## src/rtl/mesi_pkg.sv

```systemverilog
// Shared types for the coherence controller: line states and bus command codes.
// The command encoding is visible on the ports and must not be reordered.
package mesi_pkg;
    typedef enum logic [1:0] {
        ST_INV = 2'd0,
        ST_SHR = 2'd1,
        ST_EXC = 2'd2,
        ST_MOD = 2'd3
    } line_st_t;

    typedef enum logic [1:0] {
        CMD_RD   = 2'd0,
        CMD_RDX  = 2'd1,
        CMD_UPGR = 2'd2,
        CMD_WB   = 2'd3
    } bus_cmd_t;
endpackage

```

## src/rtl/mesi_tag_store.sv

```systemverilog
// Direct-mapped tag and state storage. It has two combinational read ports
// (processor side and snoop side) and one write port.
// Assumes the caller merges all updates into the single write port.
// Line states reset to invalid. Tags are left unreset because an invalid
// state masks them.
module mesi_tag_store
    import mesi_pkg::*;
#(
    parameter int INDEX_W = 2,
    parameter int TAG_W   = 6,
    localparam int LINES  = 1 << INDEX_W
) (
    input  logic                   clk,
    input  logic                   rst_n,
    input  logic [INDEX_W-1:0]     ra_idx,
    output logic [TAG_W-1:0]       ra_tag,
    output line_st_t               ra_st,
    input  logic [INDEX_W-1:0]     rb_idx,
    output logic [TAG_W-1:0]       rb_tag,
    output line_st_t               rb_st,
    input  logic                   we,
    input  logic [INDEX_W-1:0]     w_idx,
    input  logic [TAG_W-1:0]       w_tag,
    input  line_st_t               w_st,
    output logic [LINES-1:0][1:0]  st_all
);
    logic [TAG_W-1:0] tag_q [LINES];
    line_st_t         st_q  [LINES];

    for (genvar g = 0; g < LINES; g++) begin : g_line
        // State register of one line: reset to invalid, else take the write port.
        always_ff @(posedge clk) begin
            if (!rst_n)
                st_q[g] <= ST_INV;
            else if (we && (w_idx == INDEX_W'(g)))
                st_q[g] <= w_st;
        end

        // Tag register of one line: loaded whenever its slot is written.
        always_ff @(posedge clk) begin
            if (we && (w_idx == INDEX_W'(g)))
                tag_q[g] <= w_tag;
        end

        assign st_all[g] = st_q[g];
    end

    // Read ports: plain indexed lookups.
    always_comb begin
        ra_tag = tag_q[ra_idx];
        ra_st  = st_q[ra_idx];
        rb_tag = tag_q[rb_idx];
        rb_st  = st_q[rb_idx];
    end
endmodule

```

## src/rtl/mesi_snoop_unit.sv

```systemverilog
// Response to a transaction observed from another cache. It decides the new
// state of a hit copy, the shared-line answer and the flush strobe.
// Assumes one snooped transaction per cycle; writebacks need no response.
module mesi_snoop_unit
    import mesi_pkg::*;
(
    input  logic     snp_valid,
    input  bus_cmd_t snp_cmd,
    input  logic     tag_match,
    input  line_st_t cur_st,
    output logic     upd,
    output line_st_t nxt_st,
    output logic     shared_out,
    output logic     flush
);
    logic hit;

    // Snoop decision: downgrade on read, drop on ownership or upgrade.
    always_comb begin
        hit        = snp_valid && tag_match && (cur_st != ST_INV);
        upd        = 1'b0;
        nxt_st     = cur_st;
        shared_out = 1'b0;
        flush      = 1'b0;
        if (hit) begin
            unique case (snp_cmd)
                CMD_RD: begin
                    shared_out = 1'b1;
                    flush      = (cur_st == ST_MOD);
                    if (cur_st != ST_SHR) begin
                        upd    = 1'b1;
                        nxt_st = ST_SHR;
                    end
                end
                CMD_RDX: begin
                    upd    = 1'b1;
                    nxt_st = ST_INV;
                    flush  = (cur_st == ST_MOD);
                end
                CMD_UPGR: begin
                    upd    = 1'b1;
                    nxt_st = ST_INV;
                end
                default: ;
            endcase
        end
    end
endmodule

```

## src/rtl/mesi_req_unit.sv

```systemverilog
// Processor-side sequencing. It classifies the request as hit, upgrade,
// victim writeback or fill, and raises the matching bus request.
// It commits the line update in the granted cycle.
// Assumes single-cycle bus transactions and a request held until ready.
module mesi_req_unit
    import mesi_pkg::*;
#(
    parameter int INDEX_W = 2,
    parameter int TAG_W   = 6,
    localparam int ADDR_W = INDEX_W + TAG_W
) (
    input  logic              cpu_valid,
    input  logic              cpu_write,
    input  logic [ADDR_W-1:0] cpu_addr,
    input  logic              blocked,
    input  line_st_t          cur_st,
    input  logic [TAG_W-1:0]  cur_tag,
    input  logic              bus_gnt,
    input  logic              shared_in,
    output logic              cpu_ready,
    output logic              bus_req,
    output bus_cmd_t          bus_cmd,
    output logic [ADDR_W-1:0] bus_addr,
    output logic              upd,
    output line_st_t          nxt_st,
    output logic [TAG_W-1:0]  nxt_tag
);
    logic [TAG_W-1:0]   req_tag;
    logic [INDEX_W-1:0] req_idx;
    logic               present;
    logic               hit;

    // Request classification and the transaction it needs.
    always_comb begin
        req_tag   = cpu_addr[ADDR_W-1:INDEX_W];
        req_idx   = cpu_addr[INDEX_W-1:0];
        present   = (cur_st != ST_INV);
        hit       = present && (cur_tag == req_tag);
        cpu_ready = 1'b0;
        bus_req   = 1'b0;
        bus_cmd   = CMD_RD;
        bus_addr  = cpu_addr;
        upd       = 1'b0;
        nxt_st    = cur_st;
        nxt_tag   = cur_tag;
        if (cpu_valid && !blocked) begin
            if (hit) begin
                if (!cpu_write || cur_st == ST_MOD) begin
                    cpu_ready = 1'b1;
                end else if (cur_st == ST_EXC) begin
                    cpu_ready = 1'b1;
                    upd       = 1'b1;
                    nxt_st    = ST_MOD;
                end else begin
                    bus_req = 1'b1;
                    bus_cmd = CMD_UPGR;
                    if (bus_gnt) begin
                        cpu_ready = 1'b1;
                        upd       = 1'b1;
                        nxt_st    = ST_MOD;
                    end
                end
            end else if (cur_st == ST_MOD) begin
                bus_req  = 1'b1;
                bus_cmd  = CMD_WB;
                bus_addr = {cur_tag, req_idx};
                if (bus_gnt) begin
                    upd    = 1'b1;
                    nxt_st = ST_INV;
                end
            end else begin
                bus_req = 1'b1;
                bus_cmd = cpu_write ? CMD_RDX : CMD_RD;
                if (bus_gnt) begin
                    cpu_ready = 1'b1;
                    upd       = 1'b1;
                    nxt_tag   = req_tag;
                    nxt_st    = cpu_write ? ST_MOD : (shared_in ? ST_SHR : ST_EXC);
                end
            end
        end
    end
endmodule

```

## src/rtl/mesi_line_ctrl.sv

```systemverilog
// Top of the per-line coherence controller. It joins the tag store, the
// snoop responder and the request sequencer, and merges their updates into
// one write port. A snoop present in a cycle blocks the local request, so
// the two never write in the same cycle.
module mesi_line_ctrl
    import mesi_pkg::*;
#(
    parameter int INDEX_W = 2,
    parameter int TAG_W   = 6,
    localparam int ADDR_W = INDEX_W + TAG_W,
    localparam int LINES  = 1 << INDEX_W
) (
    input  logic              clk,
    input  logic              rst_n,
    input  logic              cpu_valid,
    input  logic              cpu_write,
    input  logic [ADDR_W-1:0] cpu_addr,
    output logic              cpu_ready,
    output logic              bus_req,
    output logic [1:0]        bus_cmd,
    output logic [ADDR_W-1:0] bus_addr,
    input  logic              bus_gnt,
    input  logic              shared_in,
    input  logic              snp_valid,
    input  logic [1:0]        snp_cmd,
    input  logic [ADDR_W-1:0] snp_addr,
    output logic              shared_out,
    output logic              flush_out
);
    logic [INDEX_W-1:0]    c_idx, s_idx;
    logic [TAG_W-1:0]      c_tag, s_tag;
    line_st_t              c_st, s_st;
    logic [LINES-1:0][1:0] st_all;
    logic                  s_upd, r_upd;
    line_st_t              s_nxt, r_nxt;
    logic [TAG_W-1:0]      r_tag;
    bus_cmd_t              r_cmd;
    logic                  we;
    logic [INDEX_W-1:0]    w_idx;
    logic [TAG_W-1:0]      w_tag;
    line_st_t              w_st;

    assign c_idx = cpu_addr[INDEX_W-1:0];
    assign s_idx = snp_addr[INDEX_W-1:0];

    mesi_tag_store #(.INDEX_W(INDEX_W), .TAG_W(TAG_W)) u_store (
        .clk(clk), .rst_n(rst_n),
        .ra_idx(c_idx), .ra_tag(c_tag), .ra_st(c_st),
        .rb_idx(s_idx), .rb_tag(s_tag), .rb_st(s_st),
        .we(we), .w_idx(w_idx), .w_tag(w_tag), .w_st(w_st),
        .st_all(st_all)
    );

    mesi_snoop_unit u_snoop (
        .snp_valid(snp_valid), .snp_cmd(bus_cmd_t'(snp_cmd)),
        .tag_match(s_tag == snp_addr[ADDR_W-1:INDEX_W]), .cur_st(s_st),
        .upd(s_upd), .nxt_st(s_nxt), .shared_out(shared_out), .flush(flush_out)
    );

    mesi_req_unit #(.INDEX_W(INDEX_W), .TAG_W(TAG_W)) u_req (
        .cpu_valid(cpu_valid), .cpu_write(cpu_write), .cpu_addr(cpu_addr),
        .blocked(snp_valid), .cur_st(c_st), .cur_tag(c_tag),
        .bus_gnt(bus_gnt), .shared_in(shared_in),
        .cpu_ready(cpu_ready), .bus_req(bus_req), .bus_cmd(r_cmd), .bus_addr(bus_addr),
        .upd(r_upd), .nxt_st(r_nxt), .nxt_tag(r_tag)
    );

    assign bus_cmd = r_cmd;

    // Write-port merge: a snoop update wins; the local side is blocked anyway.
    always_comb begin
        we    = s_upd || r_upd;
        w_idx = s_upd ? s_idx : c_idx;
        w_tag = s_upd ? s_tag : r_tag;
        w_st  = s_upd ? s_nxt : r_nxt;
    end

    AST_RD_FILL_STATE: assert property (@(posedge clk) disable iff (!rst_n)
        (bus_req && bus_gnt && !snp_valid && bus_cmd == CMD_RD) |=>
        (line_st_t'(st_all[$past(c_idx)]) == ($past(shared_in) ? ST_SHR : ST_EXC)));
    AST_SHARED_ONLY_ON_RD: assert property (@(posedge clk) disable iff (!rst_n)
        shared_out |-> (snp_valid && snp_cmd == CMD_RD));
    AST_WRITE_ENDS_MOD: assert property (@(posedge clk) disable iff (!rst_n)
        (cpu_valid && cpu_write && cpu_ready) |=>
        (line_st_t'(st_all[$past(c_idx)]) == ST_MOD));
    AST_WB_BEFORE_FILL: assert property (@(posedge clk) disable iff (!rst_n)
        (bus_req && (bus_cmd == CMD_RD || bus_cmd == CMD_RDX)) |-> (c_st != ST_MOD));
    AST_FLUSH_DROPS_MOD: assert property (@(posedge clk) disable iff (!rst_n)
        flush_out |=> (line_st_t'(st_all[$past(s_idx)]) != ST_MOD));
    AST_STALL_NO_READY: assert property (@(posedge clk) disable iff (!rst_n)
        (bus_req && !bus_gnt) |-> !cpu_ready);
    AST_SNOOP_FIRST: assert property (@(posedge clk) disable iff (!rst_n)
        snp_valid |-> (!bus_req && !cpu_ready));
endmodule

```

## config.mk

```make
export PLATFORM = sky130hd
export DESIGN_NAME = mesi_line_ctrl
export DESIGN_NICKNAME = d
export VERILOG_FILES = /design/src/rtl/mesi_pkg.sv /design/src/rtl/mesi_tag_store.sv /design/src/rtl/mesi_snoop_unit.sv /design/src/rtl/mesi_req_unit.sv /design/src/rtl/mesi_line_ctrl.sv
export SDC_FILE = /design/constraint.sdc
export NUM_CORES = 1
export LEC_CHECK = 0
export ABC_AREA = 1
export BUFFER_PORTS_ARGS = -buffer_cell sky130_fd_sc_hd__buf_2
export CAP_MARGIN = 20
export CORE_MARGIN = 5
export CORE_UTILIZATION = 35
export CTS_CLUSTER_DIAMETER = 40
export CTS_CLUSTER_SIZE = 12
export DETAILED_ROUTE_END_ITERATION = 7
export PLACE_DENSITY = 0.66
export REMOVE_ABC_BUFFERS = 1
export SLEW_MARGIN = 40
export SYNTH_ARGS = -nofsm -noshare
export SYNTH_HDL_FRONTEND = slang
export SYNTH_SLANG_ARGS = --single-unit
```

## constraint.sdc

```tcl
create_clock -name clk -period 2.1 [get_ports clk]
set_clock_uncertainty 0.15 [all_clocks]
set_input_delay 0.105 -clock clk [delete_from_list [all_inputs] [get_ports clk]]
set_output_delay 0.105 -clock clk [all_outputs]
set_load 0.05 [all_outputs]
```

==> implementation parameters, run 1 <==
Parameter                              Value

Run status
  Status    finished with violations
  Violations in the final reports    negative setup slack

Clocking
  Number of clock buffers inserted by TritonCTS    5
  CTS tree    built
  Clock Latency Late Sink    0.27 ns
  Max Buffers Root-to-Sink    2
  Clock Pin Slew Worst Setup and Hold Paths    0.06 ns
  Number of clock sinks seen by CTS    32
  H-Tree Level Count    2
  Root buffer selected by CTS    clkbuf_8
  Number of buffers added to fix hold violations after cts    0

Die
  Effective utilization at floorplan    0.357
  Die width    95.8 um
  Std-Cell Rows    31
  Standard cell core area    7210 um^2
  Area of the die    9170 um^2
  Count of pins on the block boundary    39
  Die height    95.8 um

Critical path
  Launching element type of the critical path    register
  Slowest CP cell    edfxtp_1
  Category of the most critical setup path    register to output pin
  Critical Path AT    2.03 ns
  Critical Path, Cell by Cell    nand2_1 -> nand3_2 -> nand2_1 -> nand2_1 -> nand3_1 -> nor2_4 -> nand2_4 -> buf_6 -> a21oi_4 -> buf_4 -> a211oi_2 -> buf_6
  Critical path data required time    1.85 ns
  Largest stage delay on the critical path    0.42 ns
  Critical path's top delay family    simple AND/OR/NAND/NOR gates
  Nature of the critical path endpoint    output pin
  Crit path buffers/inverters    3
  Most common cell on crit path    nand2_1
  Worst-path maximum fanout    4

Timing
  Normalized max-slew margin    0.769
  Final Cycle Share    1.09
  Setup violators final    76
  Transition time of the tightest slew-check pin    0.344 ns
  RSZ-0062 raised after global routing    true
  Upper clock frequency limit    437 MHz
  Pins Over Slew Limit    0
  Min cycle time layout    2.29 ns
  Worst path setup slack after routing    -0.186 ns
  Number of endpoints with negative hold slack in the final report    0

Finish
  Post-layout instance area    4070 um^2
  Core Util, Final    0.565
  Signed area change from the synthesized netlist to the final layout    58.2%
  Antenna diode count    0
  Nets@finish    484
  Final Instance Count excl. Fillers    556
  Fraction of layout cells with a size suffix above 1    0.508

Yosys
  Warning count from the yosys run    0
  Async SR Flop Fraction    0
  Proportion of synthesized chip area in sequential cells    0.373
  Cell area after synthesis    2570 um^2
  Proportion of netlist area held by the largest area contributor    0.373
  Flop and latch count out of synthesis    32
  Distinct cell type count of the synthesized netlist    29
  Post-Syn Instances    371
  Mean area per synthesized cell    6.94 um^2
  Leading register cell type out of synthesis    edfxtp_1
  Post-synth EDFFs    32
  Yosys top cell by area    edfxtp_1
  Cells taking the most area after synthesis    edfxtp_1, nand2_1, nand3_1

Worst hold path
  Kind of path behind the tightest hold check    input pin to register

Power
  Peak supply drop    0.000273 V
  Power per unit of standard cell area    474 nW/um^2
  Leak    1.83 nW
  Total design power    1.93 mW

GRT
  GRT met2 Usage    0.274
  Global Route met3 Usage    0.0180
  Remaining global-route overflow    0
  Vias in the first global route    2524
  Most Crowded Layer GR    met2
  Wire length of the first global-routing pass    11.7 mm
  Overall Global Routing Usage    0.163
  Largest net degree at the start of global routing    19
  Met1 Resource Use GR    0.220
  Number of antenna violations at the first check in global routing    0

Routing
  Post-Route WL    7.96 mm
  Initial detailed-routing violation count    195
  Total DRC errors in the routed layout    0
  Router iterations before antenna repair    5
  Via-per-instance ratio    5.11
  Routed len/inst    14.3 um
  Total vias in the final route    2839
  ANT nets after route    0

Placement
  GPL Wtd Cong    0.932
  Count of port buffers added during placement    38
  Cell count after placement    536
  Placement-stage cell area    3130 um^2
  Detail Placement HPWL    5.63 mm

Flow run
  Max-capacitance violation count    0
## state kept, by name (all words and copies together) (netlist names)
| signal | cells |
|---|---|
| u_store.st_q | 8 |
| u_store.tag_q | 24 |
## cells by family after synthesis
family	Yosys count	share of synthesized area
compound gates	34	0.0686
xor+xnor	1	0.00340
fa+ha+maj	3	0.0146
flops	32	0.373
simple gates	258	0.452
buf+inv	43	0.0880
## routing by layer
layer	share of wire	wire, um
met3	0.057	456
met2	0.50	3980
met5	0	0
met1	0.43	3410
met4	0.014	114
## timing repair
| item | CTS | global route |
|---|---|---|
| resized for setup | 67 | 139 |
| setup buffers | 8 | 12 |
| setup endpoints to repair | 76 | 76 |
| pin swaps | 19 | 76 |
## worst reg2reg max path, delay by kind of cell, from the launching register on
| family | cells | cell delay (ns) |
|---|---|---|
| AND/OR/NAND/NOR | 12 | 1.36 |
| buffers and inverters | 1 | 0.13 |
| flip-flops | 1 | 0.37 |
## area by class of cell
type	count	area, um^2
Timing Repair Buffer	90	763
Clock inverter	2	35.0
Fill cell	623	3140
Sequential cell	32	961
Clock buffer	6	72.6
Multi-Input combinational cell	296	1990
Inverter	31	126
Tap cell	99	124
## through the flow
stage               setup TNS (ns)  worst slack [ns]  hold slack, ns
finish                      -10.03            -0.186          0.0956
global route                -18.28            -0.318          0.0933
CTS                          -7.45            -0.178          0.0537
detailed placement          -11.50            -0.243           0.377
global placement             -8.93            -0.216           0.367
floorplan                    -6.57            -0.555          0.0600
## where the power goes
part           switching (mW)  leakage (nW)  internal [mW]
logic                   0.402          1.48          0.248
registers             0.00920         0.299          0.726
clock network           0.195        0.0552          0.351
## Yosys cell counts (2+ instances only)
master / count
nand3_1: 61
a21oi_1: 4
inv_2: 5
nand3_2: 6
inv_1: 23
buf_2: 2
ha_1: 3
edfxtp_1: 32
buf_6: 5
nand2_1: 144
nor2_2: 3
nor2_1: 25
nor2_4: 2
o21ai_1: 4
nand2_2: 11
o21ai_0: 24
inv_6: 2
buf_4: 4
## final timing paths
path | depth (start not counted) | slack [ns] | startpoint | end
setup / recovery | 12 | -0.19 | u_store.tag_q[1][1]$_DFFE_PP_ | bus_cmd[1]
hold reg to reg | 4 | 0.72 | u_store.tag_q[0][5]$_DFFE_PP_ | u_store.tag_q[1][5]$_DFFE_PP_
setup reg to reg | 13 | -0.18 | u_store.tag_q[3][3]$_DFFE_PP_ | u_store.tag_q[1][0]$_DFFE_PP_
hold / removal | 2 | 0.1 | rst_n | u_store.st_q[2][1]$_SDFFCE_PN0P_
## cell usage in the layout (no fill, tap or decap), types with 11 or more instances in the layout
| cell type | count |
|---|---|
| o21ai_2 | 11 |
| buf_4 | 30 |
| inv_1 | 23 |
| nand2_4 | 12 |
| nand3_1 | 28 |
| nor2_4 | 13 |
| buf_6 | 30 |
| nand2_2 | 31 |
| nand2_1 | 111 |
| buf_2 | 26 |
| nand3_2 | 36 |
| edfxtp_1 | 32 |
Note: power is estimated with default switching activity, not from simulation.
==> run 2: changes to the inputs <==
CORE_UTILIZATION = 52   (was 35)
PLACE_DENSITY = 0.88   (was 0.66)
==> implementation parameters, run 2 (synthesis gave the netlist of run 1 again) <==
Parameter                              Value

Die
  Effective utilization at floorplan    0.541 (+0.185)
  Standard cell core area    4750 um^2 (-34%)
  Std-Cell Rows    25 (-19%)
  Die width    80.4 um (-16%)
  Die height    80.4 um (-16%)
  Area of the die    6460 um^2 (-30%)
  Count of pins on the block boundary    39 (unchanged)

Critical path
  Worst-path maximum fanout    6 (+2)
  Critical path data required time    1.95 ns (+0.10 ns)
  Largest stage delay on the critical path    0.46 ns (+0.04 ns)
  Critical Path, Cell by Cell    nand2_1 -> nand3_1 -> nand2_1 -> buf_4 -> nor2_2 -> inv_2 -> nand3_1 -> nand3_1 -> nand3_4 -> nand2_8 -> nand2_8 -> nor2_4 -> buf_6
  Most common cell on crit path    nand3_1
  Category of the most critical setup path    register to register
  Critical path's top delay family    simple AND/OR/NAND/NOR gates
  Critical Path AT    2.37 ns (+0.34 ns)
  Slowest CP cell    edfxtp_1
  Crit path buffers/inverters    3 (unchanged)
  Nature of the critical path endpoint    register
  Launching element type of the critical path    register

Timing
  Worst path setup slack after routing    -0.414 ns (-0.227 ns)
  Setup violators final    76 (unchanged)
  Pins Over Slew Limit    0 (unchanged)
  Min cycle time layout    2.51 ns (+0.227 ns)
  Upper clock frequency limit    398 MHz (-9.0%)
  Transition time of the tightest slew-check pin    0.407 ns (+0.0633 ns)
  Final Cycle Share    1.20 (+0.108)
  Number of endpoints with negative hold slack in the final report    0 (unchanged)
  Normalized max-slew margin    0.728 (-0.0401)
  RSZ-0062 raised after global routing    true

Placement
  Count of port buffers added during placement    38 (unchanged)
  Placement-stage cell area    3060 um^2 (-2.0%)
  GPL Wtd Cong    0.900 (-3.5%)
  Post-placement worst setup slack    -0.234 ns (+0.00872 ns)
  Detail Placement HPWL    5.60 mm (-0.43%)

Finish
  Signed area change from the synthesized netlist to the final layout    53.1%
  Leading cell type in the layout, fill and taps excluded    nand2_1
  Post-layout instance area    3940 um^2 (-3.3%)
  Antenna diode count    0 (unchanged)
  Largest Register    u_store.tag_q
  Largest register FFs    24 (unchanged)
  Largest registers    u_store.tag_q (24), u_store.st_q (8)
  Nets@finish    489 (+1.0%)
  Fraction of layout cells with a size suffix above 1    0.481 (-0.0271)
  Fillers    226 (-64%)
  Top library cells by usage in the layout, fill and taps aside    nand2_1, buf_4, nand3_1

GRT
  Wire length of the first global-routing pass    13.3 mm (+14%)
  Number of antenna violations at the first check in global routing    0 (unchanged)
  Remaining global-route overflow    0 (unchanged)
  Vias in the first global route    2776 (+10%)
  Overall Global Routing Usage    0.268 (+0.105)
  Largest net degree at the start of global routing    19 (unchanged)

Routing
  Total DRC errors in the routed layout    0 (unchanged)
  Met2 wirelength from detailed routing    4.96 mm (+25%)
  Highest metal layer used by the detailed router    met4
  Met1 routed wirelength after detailed routing    3.79 mm (+11%)
  Routed len/inst    20.6 um (+44%)
  Via-per-instance ratio    6.44 (+26%)
  Router iterations before antenna repair    8 (+3)
  Initial detailed-routing violation count    573 (+190%)
  Total vias in the final route    3405 (+20%)
  ANT nets after route    0 (unchanged)
  Post-Route WL    10.9 mm (+37%)
  Wire length on met3    1.19 mm (+160%)

Clocking
  H-Tree Level Count    2 (unchanged)
  Max Buffers Root-to-Sink    2 (unchanged)
  Clock Pin Slew Worst Setup and Hold Paths    0.07 ns (about the same)
  Clock Latency Late Sink    0.29 ns (+0.02 ns)
  Number of clock buffers inserted by TritonCTS    5 (unchanged)
  Root buffer selected by CTS    clkbuf_8
  Number of clock sinks seen by CTS    32 (unchanged)
  CTS tree    built

Run status
  Violations in the final reports    negative setup slack
  Status    finished with violations

Flow run
  Max-capacitance violation count    0 (unchanged)

Power
  Peak supply drop    0.000732 V (+170%)
  Leak    1.77 nW (-3.3%)
  Power per unit of standard cell area    477 nW/um^2 (+0.65%)

Worst hold path
  Kind of path behind the tightest hold check    input pin to register
==> run 2: cell count changes in the layout (fill, tap and decap cells not counted), sizes merged <==
cell / delta
buf: +5
clkinv: +2
bufinv: -1
clkbuf: -1
==> run 2: timing repair <==
item / in CTS / in global routing
buffers inserted: 9 / 12
pin swaps: 27 / 34
endpoints found under the setup margin: 76 / 76
hold buffers: 0 / 0
resized for setup: 102 / 66
==> run 2: where the power goes <==
part	internal, mW	leakage, nW	total (mW)	switching (mW)
clock network	0.224	0.0453	0.453	0.229
logic	0.248	1.43	0.691	0.443
registers	0.725	0.299	0.735	0.00965
==> run 2: final timing paths <==
kind,from,endpoint,slack [ns],depth (start not counted)
worst min register to register,u_store.tag_q[2][3]$_DFFE_PP_,u_store.tag_q[2][3]$_DFFE_PP_,0.81,4
worst max register to register,u_store.st_q[3][0]$_SDFFCE_PN0P_,u_store.tag_q[0][2]$_DFFE_PP_,-0.41,13
worst min-delay path,rst_n,u_store.st_q[0][0]$_SDFFCE_PN0P_,0.1,2
worst max-delay path,u_store.st_q[3][0]$_SDFFCE_PN0P_,u_store.tag_q[0][2]$_DFFE_PP_,-0.41,13
==> run 2: cell type report <==
class | instances | area [um^2] | area share
tap | 67 | 83.8 | 0.0213
timing repair buffer | 95 | 779 | 0.198
multi-input combinational | 296 | 1910 | 0.484
inverter | 31 | 126 | 0.0321
clock buffer | 5 | 68.8 | 0.0175
sequential | 32 | 961 | 0.244
clock inverter | 3 | 13.8 | 0.00349
==> run 2: through the flow <==
| stage | hold slack [ns] | std cells | power [mW] | util | TNS [ns] |
|---|---|---|---|---|---|
| after CTS | 0.0427 | 518 | 1.73 | 0.752 | -9.02 |
| after global routing | 0.0966 | 529 | 1.95 | 0.829 | -35.47 |
| after floorplan | 0.0600 | 359 | 1.01 | - | -6.57 |
| after global placement | 0.365 | 501 | 1.19 | 0.644 | -7.86 |
| after detailed placement | 0.373 | 501 | 1.20 | 0.644 | -12.47 |
| final | 0.0976 | 529 | 1.88 | 0.829 | -24.76 |
==> run 2: routing by layer <==
layer / vias to the layer above / GRT usage
met4: 0 / 0.103
met3: 124 / 0.0348
li1: 1413 / -
met2: 354 / 0.465
met1: 1514 / 0.335
met5: - / 0
